[src/rtl/mcfg_pkg.sv]
package mcfg_pkg;
    localparam int DATA_W   = 32;
    localparam int NREG     = 3;
    localparam int IDX_CTRL = 0;
    localparam int IDX_CAL  = 1;
    localparam int IDX_STAT = 2;

    // Bit positions that the firmware sequence depends on
    localparam int BIT_INIT_REQ  = 31;
    localparam int BIT_TRAIN_REQ = 30;
    localparam int BIT_CAL_DONE  = 31;

    typedef logic [DATA_W-1:0] word_t;
    typedef word_t [NREG-1:0]  regvec_t;

    // Word index of each implemented register
    function automatic int unsigned reg_word(int idx);
        case (idx)
            IDX_CTRL: return 32'd0;
            IDX_CAL:  return 32'd42;
            default:  return 32'd44;
        endcase
    endfunction

    // Value each implemented register takes at reset
    function automatic word_t reg_reset(int idx);
        case (idx)
            IDX_CTRL: return 32'h8002_0000;
            IDX_CAL:  return 32'h07B0_0000;
            default:  return 32'h8000_0000;
        endcase
    endfunction
endpackage

[src/rtl/mcfg_decode.sv]
module mcfg_decode
    import mcfg_pkg::*;
#(
    parameter int ADDR_W = 10
) (
    input  logic [ADDR_W-1:0] addr,
    output logic [NREG-1:0]   hit
);
    for (genvar i = 0; i < NREG; i++) begin : g_hit
        assign hit[i] = (addr == ADDR_W'(reg_word(i)));
    end
endmodule

[src/rtl/mcfg_regs.sv]
module mcfg_regs
    import mcfg_pkg::*;
(
    input  logic            clk,
    input  logic            rst_n,
    input  logic            wr_en,
    input  logic [NREG-1:0] hit,
    input  word_t           wdata,
    output regvec_t         regs
);
    typedef struct packed {
        word_t ctrl;
        word_t cal;
        word_t stat;
    } state_t;

    localparam word_t REQ_MASK = word_t'((64'd1 << BIT_INIT_REQ) | (64'd1 << BIT_TRAIN_REQ));

    state_t st_d, st_q;

    always_comb begin
        st_d = st_q;
        if (wr_en) begin
            if (hit[IDX_CTRL]) begin
                st_d.ctrl = wdata & ~REQ_MASK;
            end
            if (hit[IDX_CAL]) begin
                st_d.cal = wdata;
                st_d.stat[BIT_CAL_DONE] = 1'b1;
            end
            // a direct status write wins over the done side effect
            if (hit[IDX_STAT]) begin
                st_d.stat = wdata;
            end
        end
    end

    always_ff @(posedge clk) begin
        if (!rst_n) begin
            st_q.ctrl <= reg_reset(IDX_CTRL);
            st_q.cal  <= reg_reset(IDX_CAL);
            st_q.stat <= reg_reset(IDX_STAT);
        end else begin
            st_q <= st_d;
        end
    end

    always_comb begin
        regs           = '0;
        regs[IDX_CTRL] = st_q.ctrl;
        regs[IDX_CAL]  = st_q.cal;
        regs[IDX_STAT] = st_q.stat;
    end
endmodule

[src/rtl/mcfg_bus.sv]
module mcfg_bus
    import mcfg_pkg::*;
(
    input  logic            clk,
    input  logic            rst_n,
    input  logic            sel,
    input  logic            we,
    input  logic [NREG-1:0] hit,
    input  regvec_t         regs,
    output word_t           rdata,
    output logic            ready
);
    typedef struct packed {
        word_t rdata;
        logic  ready;
    } resp_t;

    resp_t rs_d, rs_q;
    word_t mux_val;

    always_comb begin
        mux_val = '0;
        for (int i = 0; i < NREG; i++) begin
            if (hit[i]) begin
                mux_val = mux_val | regs[i];
            end
        end
    end

    always_comb begin
        rs_d.ready = sel;
        rs_d.rdata = (sel && !we) ? mux_val : '0;
    end

    always_ff @(posedge clk) begin
        if (!rst_n) begin
            rs_q <= '0;
        end else begin
            rs_q <= rs_d;
        end
    end

    assign rdata = rs_q.rdata;
    assign ready = rs_q.ready;
endmodule

[src/rtl/mcfg_stub.sv]
module mcfg_stub
    import mcfg_pkg::*;
#(
    parameter int ADDR_W = 10
) (
    input  logic              clk,
    input  logic              rst_n,
    input  logic              bus_sel,
    input  logic              bus_we,
    input  logic [ADDR_W-1:0] bus_addr,
    input  logic [31:0]       bus_wdata,
    output logic [31:0]       bus_rdata,
    output logic              bus_ready
);
    logic [NREG-1:0] hit;
    regvec_t         regs;
    word_t           ctrl_q, cal_q, stat_q;

    mcfg_decode #(.ADDR_W(ADDR_W)) u_dec (
        .addr (bus_addr),
        .hit  (hit)
    );

    mcfg_regs u_regs (
        .clk   (clk),
        .rst_n (rst_n),
        .wr_en (bus_sel && bus_we),
        .hit   (hit),
        .wdata (bus_wdata),
        .regs  (regs)
    );

    mcfg_bus u_bus (
        .clk   (clk),
        .rst_n (rst_n),
        .sel   (bus_sel),
        .we    (bus_we),
        .hit   (hit),
        .regs  (regs),
        .rdata (bus_rdata),
        .ready (bus_ready)
    );

    assign ctrl_q = regs[IDX_CTRL];
    assign cal_q  = regs[IDX_CAL];
    assign stat_q = regs[IDX_STAT];
endmodule

[config.mk]
export PLATFORM = sky130hd
export DESIGN_NAME = mcfg_stub
export DESIGN_NICKNAME = d
export VERILOG_FILES = /design/src/rtl/mcfg_pkg.sv /design/src/rtl/mcfg_decode.sv /design/src/rtl/mcfg_regs.sv /design/src/rtl/mcfg_bus.sv /design/src/rtl/mcfg_stub.sv
export SDC_FILE = /design/constraint.sdc
export NUM_CORES = 1
export LEC_CHECK = 0
export CELL_PAD_IN_SITES_DETAIL_PLACEMENT = 0
export CELL_PAD_IN_SITES_GLOBAL_PLACEMENT = 1
export CORE_MARGIN = 10
export CORE_UTILIZATION = 42
export DETAILED_ROUTE_END_ITERATION = 7
export GPL_TIMING_DRIVEN = 0
export HOLD_SLACK_MARGIN = 0.12
export PLACE_DENSITY = 0.91
export SLEW_MARGIN = 30
export SYNTH_ARGS = -nofsm -noshare
export SYNTH_HDL_FRONTEND = slang
export SYNTH_SLANG_ARGS = --single-unit
[constraint.sdc]
create_clock -name clk -period 4.78 [get_ports clk]
set_input_delay 0.478 -clock clk [delete_from_list [all_inputs] [get_ports clk]]
set_output_delay 0.478 -clock clk [all_outputs]
set_load 0.005 [all_outputs]
==> metrics.yaml, run 1 <==
reg2reg_depth: 3
drt_iter0_markers: 843
clock_sinks: 128
synth.net_count: 740
multi_input_area_um2: 2940
gr-usage-met3: 0.0661
post-place-ws_ps: 1980
hold_path_depth: 2
hold_path_class: "reg -> reg"
synth_top_cell_area_share: 0.430
ys_types: 29
antenna_found_initial: 0
hold_start: "u_regs.regs[38]"
yosysTopAreaCell: "dfxtp_1"
worst_setup_path_end_kind: "register"
yosys-top-cells-area: "dfxtp_1, nand4_1, o31ai_1"
synth_most_common_cell: "dfxtp_1"
grt_pass1_vias: 6536
crit_arrival_ps: 2860
r2r_slack_ps: 3550
synthCells: 694
firstDrtPassIters: 7
r2r_end: "u_bus.rdata[31]"
clkLatencyLatePin_ps: 430
cp.required_ps: 5140
detail-route-antenna-nets: 0
ctsHtreeMaxLevel: 4
critPathTopFamily: "buffers and inverters"
rsz0062_at_grt: "no"
cts_made_buffers: 17
hpwl_um: 15400
path_class: "in -> reg"
cts_resized: 0
placed_area_um2: 6950
ir_drop_uv: 228
rows: 43
cts_root_buf: "clkbuf_16"
avgViaCountPerCell: 6.69
initial_utilization: 0.429
grt_max_degree: 17
hold_end: "u_bus.rdata[6]"
synth_area_um2: 5950
core_area_um2: 13900
drc: 0
max_stage_delay_ps: 740
yosys_warnings: 0
leakage_uw: 0.00216
synthFlopType: "dfxtp_1"
synth_seq_cells: 128
diodes: 0
use_met2: 0.341
drive_gt1_frac: 0.0523
min_period_over_period: 0.524
worstPathCellList: "clkdlybuf4s50_1 -> nor4_2 -> buf_2 -> buf_1 -> nand4_1 -> a21oi_1"
maxCapViolCount: 0
die_w_um: 139
design_area_um2: 7620
dieArea_um2: 19300
vias: 6577
p_per_area_nw_per_um2: 359
setup_viol: 0
syn2layout_area_growth_pct: 28.0
portBuffers: 77
post_cts_buffers: 0
path_max_fanout: 10
relSlewSlack: 0.458
finish.utilization: 0.549
async_flop_share: 0
ys_seq_area_frac: 0.430
wl_per_cell_um: 22.9
r2r_start: "u_regs.regs[31]"
fin_ws_ps: 2280
wirelength_um: 22500
grt-ovfl-total: 0
critical_path_buf_inv_count: 3
grt_busiest_layer: "met2"
status: "completed"
cts_tree: "yes"
cp_slowest_cell: "nor4_2"
fin_crit_ps: 2500
die_h_um: 139
gr-usage-met1: 0.285
layout.nets: 836
worst_pin_slew_ps: 807
gp_congestion: 0.991
clock_path_buffers: 2
fill_cells: 1305
ioPinCount: 79
grt_pass1_wl_um: 35500
ys_top_cells_by_count: "dfxtp_1, a21oi_1, nand4_1"
whs_ps: 460
clk_pin_slew_ps: 60
finalSetupTns_ps: 0
fmax_mhz: 400
hold_violations: 0
finalMaxSlewViolations: 0
fin_skew_ps: 7.08
critPathLaunchType: "primary input"
syn_area_per_cell_um2: 8.58
synth_edf_count: 0
ff_latch_area_um2: 2560
ctsHoldBuffers: 0
track_usage: 0.225
[kinds of logic after synthesis]
family | count (synthesis) | synth area share
AO/OA/AOI/OAI | 252 | 0.264
AND/OR/NAND/NOR | 208 | 0.231
flip-flops | 128 | 0.430
buffers and inverters | 106 | 0.0752
[metal layers]
metal  up-vias  wire length (µm)  share of wire
met2       498             10200           0.46
met3        85              2660           0.12
met4         0               738          0.033
met1      3093              8840           0.39
met5         -                 0              0
li1       2901                 -              -
[cells in the final DEF (no fill, tap or decap)]
| cell type | n |
|---|---|
| a21o_1 | 31 |
| buf_1 | 13 |
| nor4_2 | 1 |
| bufinv_16 | 6 |
| and4b_1 | 2 |
| clkbuf_1 | 84 |
| and2_1 | 2 |
| and3b_1 | 2 |
| clkbuf_8 | 2 |
| buf_2 | 4 |
| or4_1 | 2 |
| clkdlybuf4s50_1 | 77 |
| buf_6 | 6 |
| nand2_1 | 33 |
| nand3_1 | 1 |
| nor4_1 | 9 |
| or4b_1 | 31 |
| a31oi_1 | 7 |
| o21ai_1 | 5 |
| inv_2 | 1 |
| nor3_1 | 1 |
| dfxtp_1 | 128 |
| o31ai_1 | 88 |
| and4bb_1 | 1 |
| nand4b_1 | 3 |
| nand4_1 | 117 |
| clkinv_2 | 4 |
| nor2_1 | 1 |
| nand4bb_1 | 1 |
| nor4b_1 | 1 |
| a21oi_1 | 117 |
| clkbuf_16 | 17 |
| clkinv_4 | 1 |
| a41oi_1 | 1 |
| o21ai_0 | 3 |
[worst max path at each step]
| stage | start | endpoint | slack (ps) | depth (start not counted) |
|---|---|---|---|---|
| finish | bus_addr[9] | u_regs.regs[14] | 2280 | 6 |
| global route | bus_addr[3] | u_regs.regs[55] | 2240 | 6 |
| global placement | bus_addr[9] | u_bus.rdata[20] | 2020 | 5 |
| CTS | bus_addr[9] | u_regs.regs[8] | 2410 | 6 |
| floorplan | bus_addr[9] | u_regs.regs[0] | 2950 | 6 |
| detailed placement | bus_addr[9] | u_regs.regs[4] | 1980 | 6 |
[final cells by class]
| cell class | count | area share |
|---|---|---|
| Multi-Input combinational cell | 460 | 0.386 |
| Sequential cell | 128 | 0.336 |
| Timing Repair Buffer | 77 | 0.101 |
| Clock buffer | 21 | 0.0604 |
| Buffer | 105 | 0.0583 |
| Tap cell | 180 | 0.0296 |
| Clock inverter | 11 | 0.0274 |
| Inverter | 1 | 0.000493 |
[per-stage QoR]
stage,std cells,total power [µW]
2_1_floorplan,694,1170
3_3_place_gp,951,1260
3_5_place_dp,951,1270
4_1_cts,983,2730
5_1_grt,983,2790
6_report,983,2740
[power by group]
group / switching, µW / leakage (µW) / total (µW) / internal [µW]
clock: 483 / 0.000331 / 1480 / 1000
combinational: 132 / 0.000801 / 185 / 53.1
sequential: 0.178 / 0.00103 / 1070 / 1070
[worst reg2reg max path, delay by kind of cell, from the launching register on]
kind	cells	cell delay [ps]
flip-flops	1	330
AND/OR/NAND/NOR	1	450
AO/OA/AOI/OAI	2	370
[sequential cells by signal, indices dropped and copies added (netlist names)]
register / count
u_bus.ready: 1
u_regs.regs: 95
u_bus.rdata: 32
(Power assumes the default switching activity.)
==> inputs of run 2 (changes only) <==
--- a/config.mk
+++ b/config.mk
@@ -8,11 +8,11 @@
 export CELL_PAD_IN_SITES_DETAIL_PLACEMENT = 0
 export CELL_PAD_IN_SITES_GLOBAL_PLACEMENT = 1
 export CORE_MARGIN = 10
-export CORE_UTILIZATION = 42
+export CORE_UTILIZATION = 37
 export DETAILED_ROUTE_END_ITERATION = 7
 export GPL_TIMING_DRIVEN = 0
 export HOLD_SLACK_MARGIN = 0.12
-export PLACE_DENSITY = 0.91
+export PLACE_DENSITY = 0.85
 export SLEW_MARGIN = 30
 export SYNTH_ARGS = -nofsm -noshare
 export SYNTH_HDL_FRONTEND = slang
==> constraint.sdc (replaced) <==
create_clock -name clk -period 2.25 [get_ports clk]
set_input_delay 0.225 -clock clk [delete_from_list [all_inputs] [get_ports clk]]
set_output_delay 0.225 -clock clk [all_outputs]
set_load 0.005 [all_outputs]
==> metrics.yaml, run 2 (same netlist as run 1, synthesis figures left out) <==
relSlewSlack: 0.526  # was 0.458
fmax_mhz: 485
portBuffers: 77  # unchanged
hpwl_um: 15100  # was 15400 µm
leakage_uw: 0.00212  # was 0.00216 µW
fill_cells: 1588  # was 1305
maxCapViolCount: 0  # unchanged
core_area_um2: 15800  # was 13900 µm²
multi_input_area_um2: 2950  # was 2940 µm²
r2r_start: "u_regs.regs[19]"  # was u_regs.regs[31]
antenna_found_initial: 0  # unchanged
status: "completed"  # unchanged
firstDrtPassIters: 6  # was 7
vias: 6271  # was 6577
ctsHoldBuffers: 0  # unchanged
drt_iter0_markers: 796  # was 843
worst_pin_slew_ps: 711  # was 807 ps
p_per_area_nw_per_um2: 707  # was 359 nW/µm²
diodes: 0  # unchanged
setup_viol: 0  # unchanged
syn2layout_area_growth_pct: 27.0  # was 28.0%
initial_utilization: 0.376  # was 0.429
hold_path_depth: 3  # was 2
rows: 46  # was 43
worst_setup_path_end_kind: "register"  # unchanged
path_max_fanout: 10  # unchanged
r2r_end: "u_bus.rdata[19]"  # was u_bus.rdata[31]
clk_pin_slew_ps: 60  # about the same
die_h_um: 147  # was 139 µm
clkLatencyLatePin_ps: 430  # about the same
hold_start: "bus_wdata[13]"  # was u_regs.regs[38]
gp_congestion: 0.912  # was 0.991
whs_ps: 443  # was 460 ps
critPathLaunchType: "primary input"  # unchanged
rsz0062_at_grt: "no"  # unchanged
post_cts_buffers: 0  # unchanged
cts_made_buffers: 17  # unchanged
layout.nets: 836  # unchanged
grt_pass1_vias: 6245  # was 6536
hold_violations: 0  # unchanged
fin_skew_ps: 7.30  # was 7.08 ps
wl_per_cell_um: 21.7  # was 22.9 µm
cts_root_buf: "clkbuf_16"  # unchanged
reg2reg_depth: 3  # unchanged
final_cells: 1018  # was 983
wirelength_um: 22100  # was 22500 µm
grt_pass1_wl_um: 35100  # was 35500 µm
placed_cells: 987  # was 951
path_class: "in -> reg"  # unchanged
min_period_over_period: 0.917
grt_max_degree: 17  # unchanged
ff_latch_area_um2: 2560  # unchanged
cp.required_ps: 2540  # was 5140 ps
detail-route-antenna-nets: 0  # unchanged
dieArea_um2: 21600  # was 19300 µm²
cts_tree: "yes"  # unchanged
hold_end: "u_regs.regs[13]"  # was u_bus.rdata[6]
avgViaCountPerCell: 6.16  # was 6.69
clock_path_buffers: 2  # unchanged
clock_sinks: 128  # unchanged
fin_crit_ps: 2060
crit_arrival_ps: 2350  # was 2860 ps
largest_reg_flops: 95  # unchanged
ioPinCount: 79  # unchanged
r2r_slack_ps: 1020  # was 3550 ps
hold_path_class: "in -> reg"  # was reg -> reg
mostFrequentLayoutCells: "dfxtp_1, nand4_1, a21oi_1"  # unchanged
grt-ovfl-total: 0  # unchanged
die_w_um: 147  # was 139 µm
finalMaxSlewViolations: 0  # unchanged
ctsHtreeMaxLevel: 4  # unchanged
ir_drop_uv: 596  # was 228 µV
drc: 0  # unchanged
track_usage: 0.205  # was 0.225
final_common_cell: "dfxtp_1"  # unchanged
drive_gt1_frac: 0.0511  # was 0.0523
==> run 2: stage by stage <==
stage	power (µW)	setup slack [ps]	TNS (ps)	utilization	area [µm²]
after floorplan	2480	673	0	-	5950
after global placement	2700	-442	-34690	0.442	7000
after detailed placement	2700	-421	-32690	0.442	7000
after CTS	5330	26.8	0	0.477	7550
after global routing	5490	32.2	0	0.478	7560
final	5350	187	0	0.478	7560
==> run 2: area by class of cell <==
class                      instances  area share
multi-input combinational        460       0.390
buffer                           105      0.0592
timing repair buffer              77       0.102
clock buffer                      24      0.0624
sequential                       128       0.339
inverter                           1    0.000496
clock inverter                     7      0.0112
tap                              216      0.0357
==> run 2: report_power, final <==
| part | switching [µW] | total (µW) | internal [µW] |
|---|---|---|---|
| Clock | 1010 | 2680 | 1670 |
| Combinational | 279 | 393 | 114 |
| Sequential | 0.471 | 2270 | 2270 |
==> run 2: worst max-delay path by stage <==
stage,start,end,slack (ps),depth (start not counted)
4_1_cts,bus_addr[9],u_bus.rdata[21],30,5
3_3_place_gp,bus_addr[9],u_bus.rdata[21],-440,5
2_1_floorplan,bus_addr[9],u_regs.regs[0],670,6
5_1_grt,bus_addr[3],u_regs.regs[57],30,6
6_report,bus_addr[3],u_regs.regs[58],190,6
3_5_place_dp,bus_addr[9],u_bus.rdata[21],-420,5
==> run 2: repair_timing <==
item,4_1_cts,5_1_grt
gates resized for setup,0,7
setup endpoints to repair,0,75
endpoints found under the hold margin,0,0
==> run 2: worst max-delay path: stages <==
cell	delay [ps]
clkdlybuf4s50_1	620
clkbuf_1	340
nand4b_1	310
clkbuf_1	350
nor4_1	390
o21ai_1	110
==> run 2: layer usage <==
metal	track usage	up-vias	wire (µm)
li1	-	2904	-
met1	0.270	2978	9560
met2	0.304	335	9810
met3	0.0537	54	2100
met4	0.0986	0	629
met5	0	-	0
==> inputs of run 3 (changes only) <==
--- a/config.mk
+++ b/config.mk
@@ -8,12 +8,13 @@
 export CELL_PAD_IN_SITES_DETAIL_PLACEMENT = 0
 export CELL_PAD_IN_SITES_GLOBAL_PLACEMENT = 1
 export CORE_MARGIN = 10
-export CORE_UTILIZATION = 37
+export CORE_UTILIZATION = 42
 export DETAILED_ROUTE_END_ITERATION = 7
 export GPL_TIMING_DRIVEN = 0
 export HOLD_SLACK_MARGIN = 0.12
-export PLACE_DENSITY = 0.85
+export PLACE_DENSITY = 0.91
 export SLEW_MARGIN = 30
 export SYNTH_ARGS = -nofsm -noshare
 export SYNTH_HDL_FRONTEND = slang
 export SYNTH_SLANG_ARGS = --single-unit
+export TNS_END_PERCENT = 100
==> constraint.sdc (replaced) <==
create_clock -name clk -period 2.01 [get_ports clk]
set_input_delay 0.201 -clock clk [delete_from_list [all_inputs] [get_ports clk]]
set_output_delay 0.201 -clock clk [all_outputs]
set_load 0.005 [all_outputs]
==> metrics.yaml, run 3 (same netlist as run 1, synthesis figures left out) <==
status: "complete, but fails checks"  # was completed
violations: "setup timing"
relSlewSlack: 0.533  # was 0.526
cp_slowest_cell: "clkdlybuf4s50_1"  # unchanged
mostFrequentLayoutCells: "dfxtp_1, nand4_1, a21oi_1"  # unchanged
r2r_start: "u_regs.regs[31]"  # was u_regs.regs[19]
r2r_end: "u_bus.rdata[31]"  # was u_bus.rdata[19]
firstDrtPassIters: 5  # was 6
avgViaCountPerCell: 6.73  # was 6.16
ir_drop_uv: 576  # was 596 µV
clkLatencyLatePin_ps: 430  # about the same
p_switching_uw: 1470  # was 1290 µW
ctsHoldBuffers: 0  # unchanged
pwr-share-seq: 0.390  # was 0.424
worstPathCellList: "clkdlybuf4s50_1 -> clkbuf_1 -> nor4_1 -> buf_1 -> nand4_1 -> a21oi_1"  # was clkdlybuf4s50_1 -> clkbuf_1 -> nand4b_1 -> clkbuf_1 -> nor4_1 -> o21ai_1
p_int_uw: 5050  # was 4050 µW
drive_gt1_frac: 0.0623  # was 0.0511
vias: 6611  # was 6271
rsz0062_at_grt: "yes"  # was no
dieArea_um2: 19300  # was 21600 µm²
die_h_um: 139  # was 147 µm
worst_setup_path_end_kind: "register"  # unchanged
post-place-ws_ps: -511  # was -421 ps
setup_viol: 1  # was 0
layout.nets: 836  # unchanged
grt-ovfl-total: 0  # unchanged
fin_crit_ps: 2030
ctsHtreeMaxLevel: 4  # unchanged
hpwl_um: 15400  # was 15100 µm
rows: 43  # was 46
post_cts_buffers: 0  # unchanged
hold_path_class: "in -> reg"  # unchanged
diodes: 0  # unchanged
detail-route-antenna-nets: 0  # unchanged
crit_arrival_ps: 2380  # was 2350 ps
fin_ws_ps: -15.6  # was 187 ps
critPathLaunchType: "primary input"  # unchanged
clock_sinks: 128  # unchanged
critPathCapture: "u_regs.regs[20]"  # was u_regs.regs[58]
track_usage: 0.225  # was 0.205
core_area_um2: 13900  # was 15800 µm²
initial_utilization: 0.429  # was 0.376
fin_skew_ps: 8.08  # was 7.30 ps
worst_pin_slew_ps: 700  # was 711 ps
finalMaxSlewViolations: 0  # unchanged
hold_violations: 0  # unchanged
ioPinCount: 79  # unchanged
syn2layout_area_growth_pct: 28.3  # was 27.0%
final_cells: 983  # was 1018
r2r_slack_ps: 780  # was 1020 ps
drc: 0  # unchanged
cts_tree: "yes"  # unchanged
wl_per_cell_um: 22.8  # was 21.7 µm
max_stage_delay_ps: 530  # was 620 ps
final_common_cell: "dfxtp_1"  # unchanged
drt_iter0_markers: 764  # was 796
comb_power_share: 0.068  # was 0.073
maxCapViolCount: 0  # unchanged
placed_cells: 951  # was 987
grt_max_degree: 17  # unchanged
power_frac_clock: 0.542  # was 0.502
startpoint: "bus_addr[3]"  # unchanged
path_class: "in -> reg"  # unchanged
wirelength_um: 22400  # was 22100 µm
antenna_found_initial: 0  # unchanged
clk_pin_slew_ps: 60  # about the same
grt_pass1_wl_um: 35500  # was 35100 µm
path_max_fanout: 10  # unchanged
cp.required_ps: 2360  # was 2540 ps
cts_made_buffers: 17  # unchanged
min_period_over_period: 1.01
cts_root_buf: "clkbuf_16"  # unchanged
largest_reg_flops: 95  # unchanged
p_per_area_nw_per_um2: 853  # was 707 nW/µm²
portBuffers: 77  # unchanged
swShare: 0.225  # was 0.242
die_w_um: 139  # was 147 µm
clock_path_buffers: 2  # unchanged
fmax_mhz: 494
gp_congestion: 0.991  # was 0.912
leakage_uw: 0.00219  # was 0.00212 µW
reg2reg_depth: 3  # unchanged
grt_pass1_vias: 6534  # was 6245
run 3: how the worst min path moves through the flow:
stage | startpoint | to | slack, ps | depth (start not counted)
global route | bus_wdata[6] | u_regs.regs[70] | 430 | 3
finish | bus_sel | u_bus.ready | 420 | 2
detailed placement | u_regs.regs[61] | u_bus.rdata[29] | 450 | 2
CTS | bus_sel | u_bus.ready | 420 | 2
global placement | u_regs.regs[31] | u_regs.regs[31] | 440 | 2
floorplan | bus_sel | u_bus.ready | 320 | 1
run 3: layout make-up:
| class | count | area [µm²] |
|---|---|---|
| timing repair buffer | 77 | 771 |
| sequential | 128 | 2560 |
| tap | 180 | 225 |
| clock buffer | 21 | 460 |
| multi-input combinational | 460 | 2950 |
| inverter | 1 | 3.75 |
| clock inverter | 11 | 209 |
| fill | 1295 | 6240 |
| buffer | 105 | 454 |
run 3: per-stage QoR:
stage | utilization | setup TNS, ps | hold slack [ps] | total power [µW] | instance area (µm²)
final | 0.550 | -15.6 | 422 | 6520 | 7640
after global routing | 0.550 | -1310 | 429 | 6640 | 7640
after CTS | 0.550 | 0 | 419 | 6490 | 7630
after detailed placement | 0.501 | -51840 | 450 | 3010 | 6950
after global placement | 0.501 | -47460 | 441 | 3010 | 6950
after floorplan | - | 0 | 323 | 2780 | 5950
run 3: power groups by stage:
stage	Combinational [µW]	Sequential, µW	Clock, µW
finish	442	2540	3530
detailed placement	420	2590	0
CTS	425	2540	3530
floorplan	183	2590	0
global route	462	2540	3630
global placement	413	2590	0
run 3: routing by layer:
| layer | vias to the layer above | share of wire | routed length, µm | track usage |
|---|---|---|---|---|
| met3 | 74 | 0.12 | 2580 | 0.0661 |
| met1 | 3163 | 0.40 | 8890 | 0.285 |
| met5 | - | 0 | 0 | 0 |
| met2 | 475 | 0.46 | 10300 | 0.342 |
| li1 | 2899 | - | - | - |
| met4 | 0 | 0.030 | 673 | 0.109 |
run 3: timing repair:
item	in CTS	in global routing
endpoints found under the hold margin	0	0
resized for setup	3	12
setup endpoints to repair	42	62
run 3: critical path, delay by kind of cell:
family                 cells  cell delay, ps
buffers and inverters      3            1290
AOI/OAI and AO/OA          1             170
and+or+nand+nor            2             700
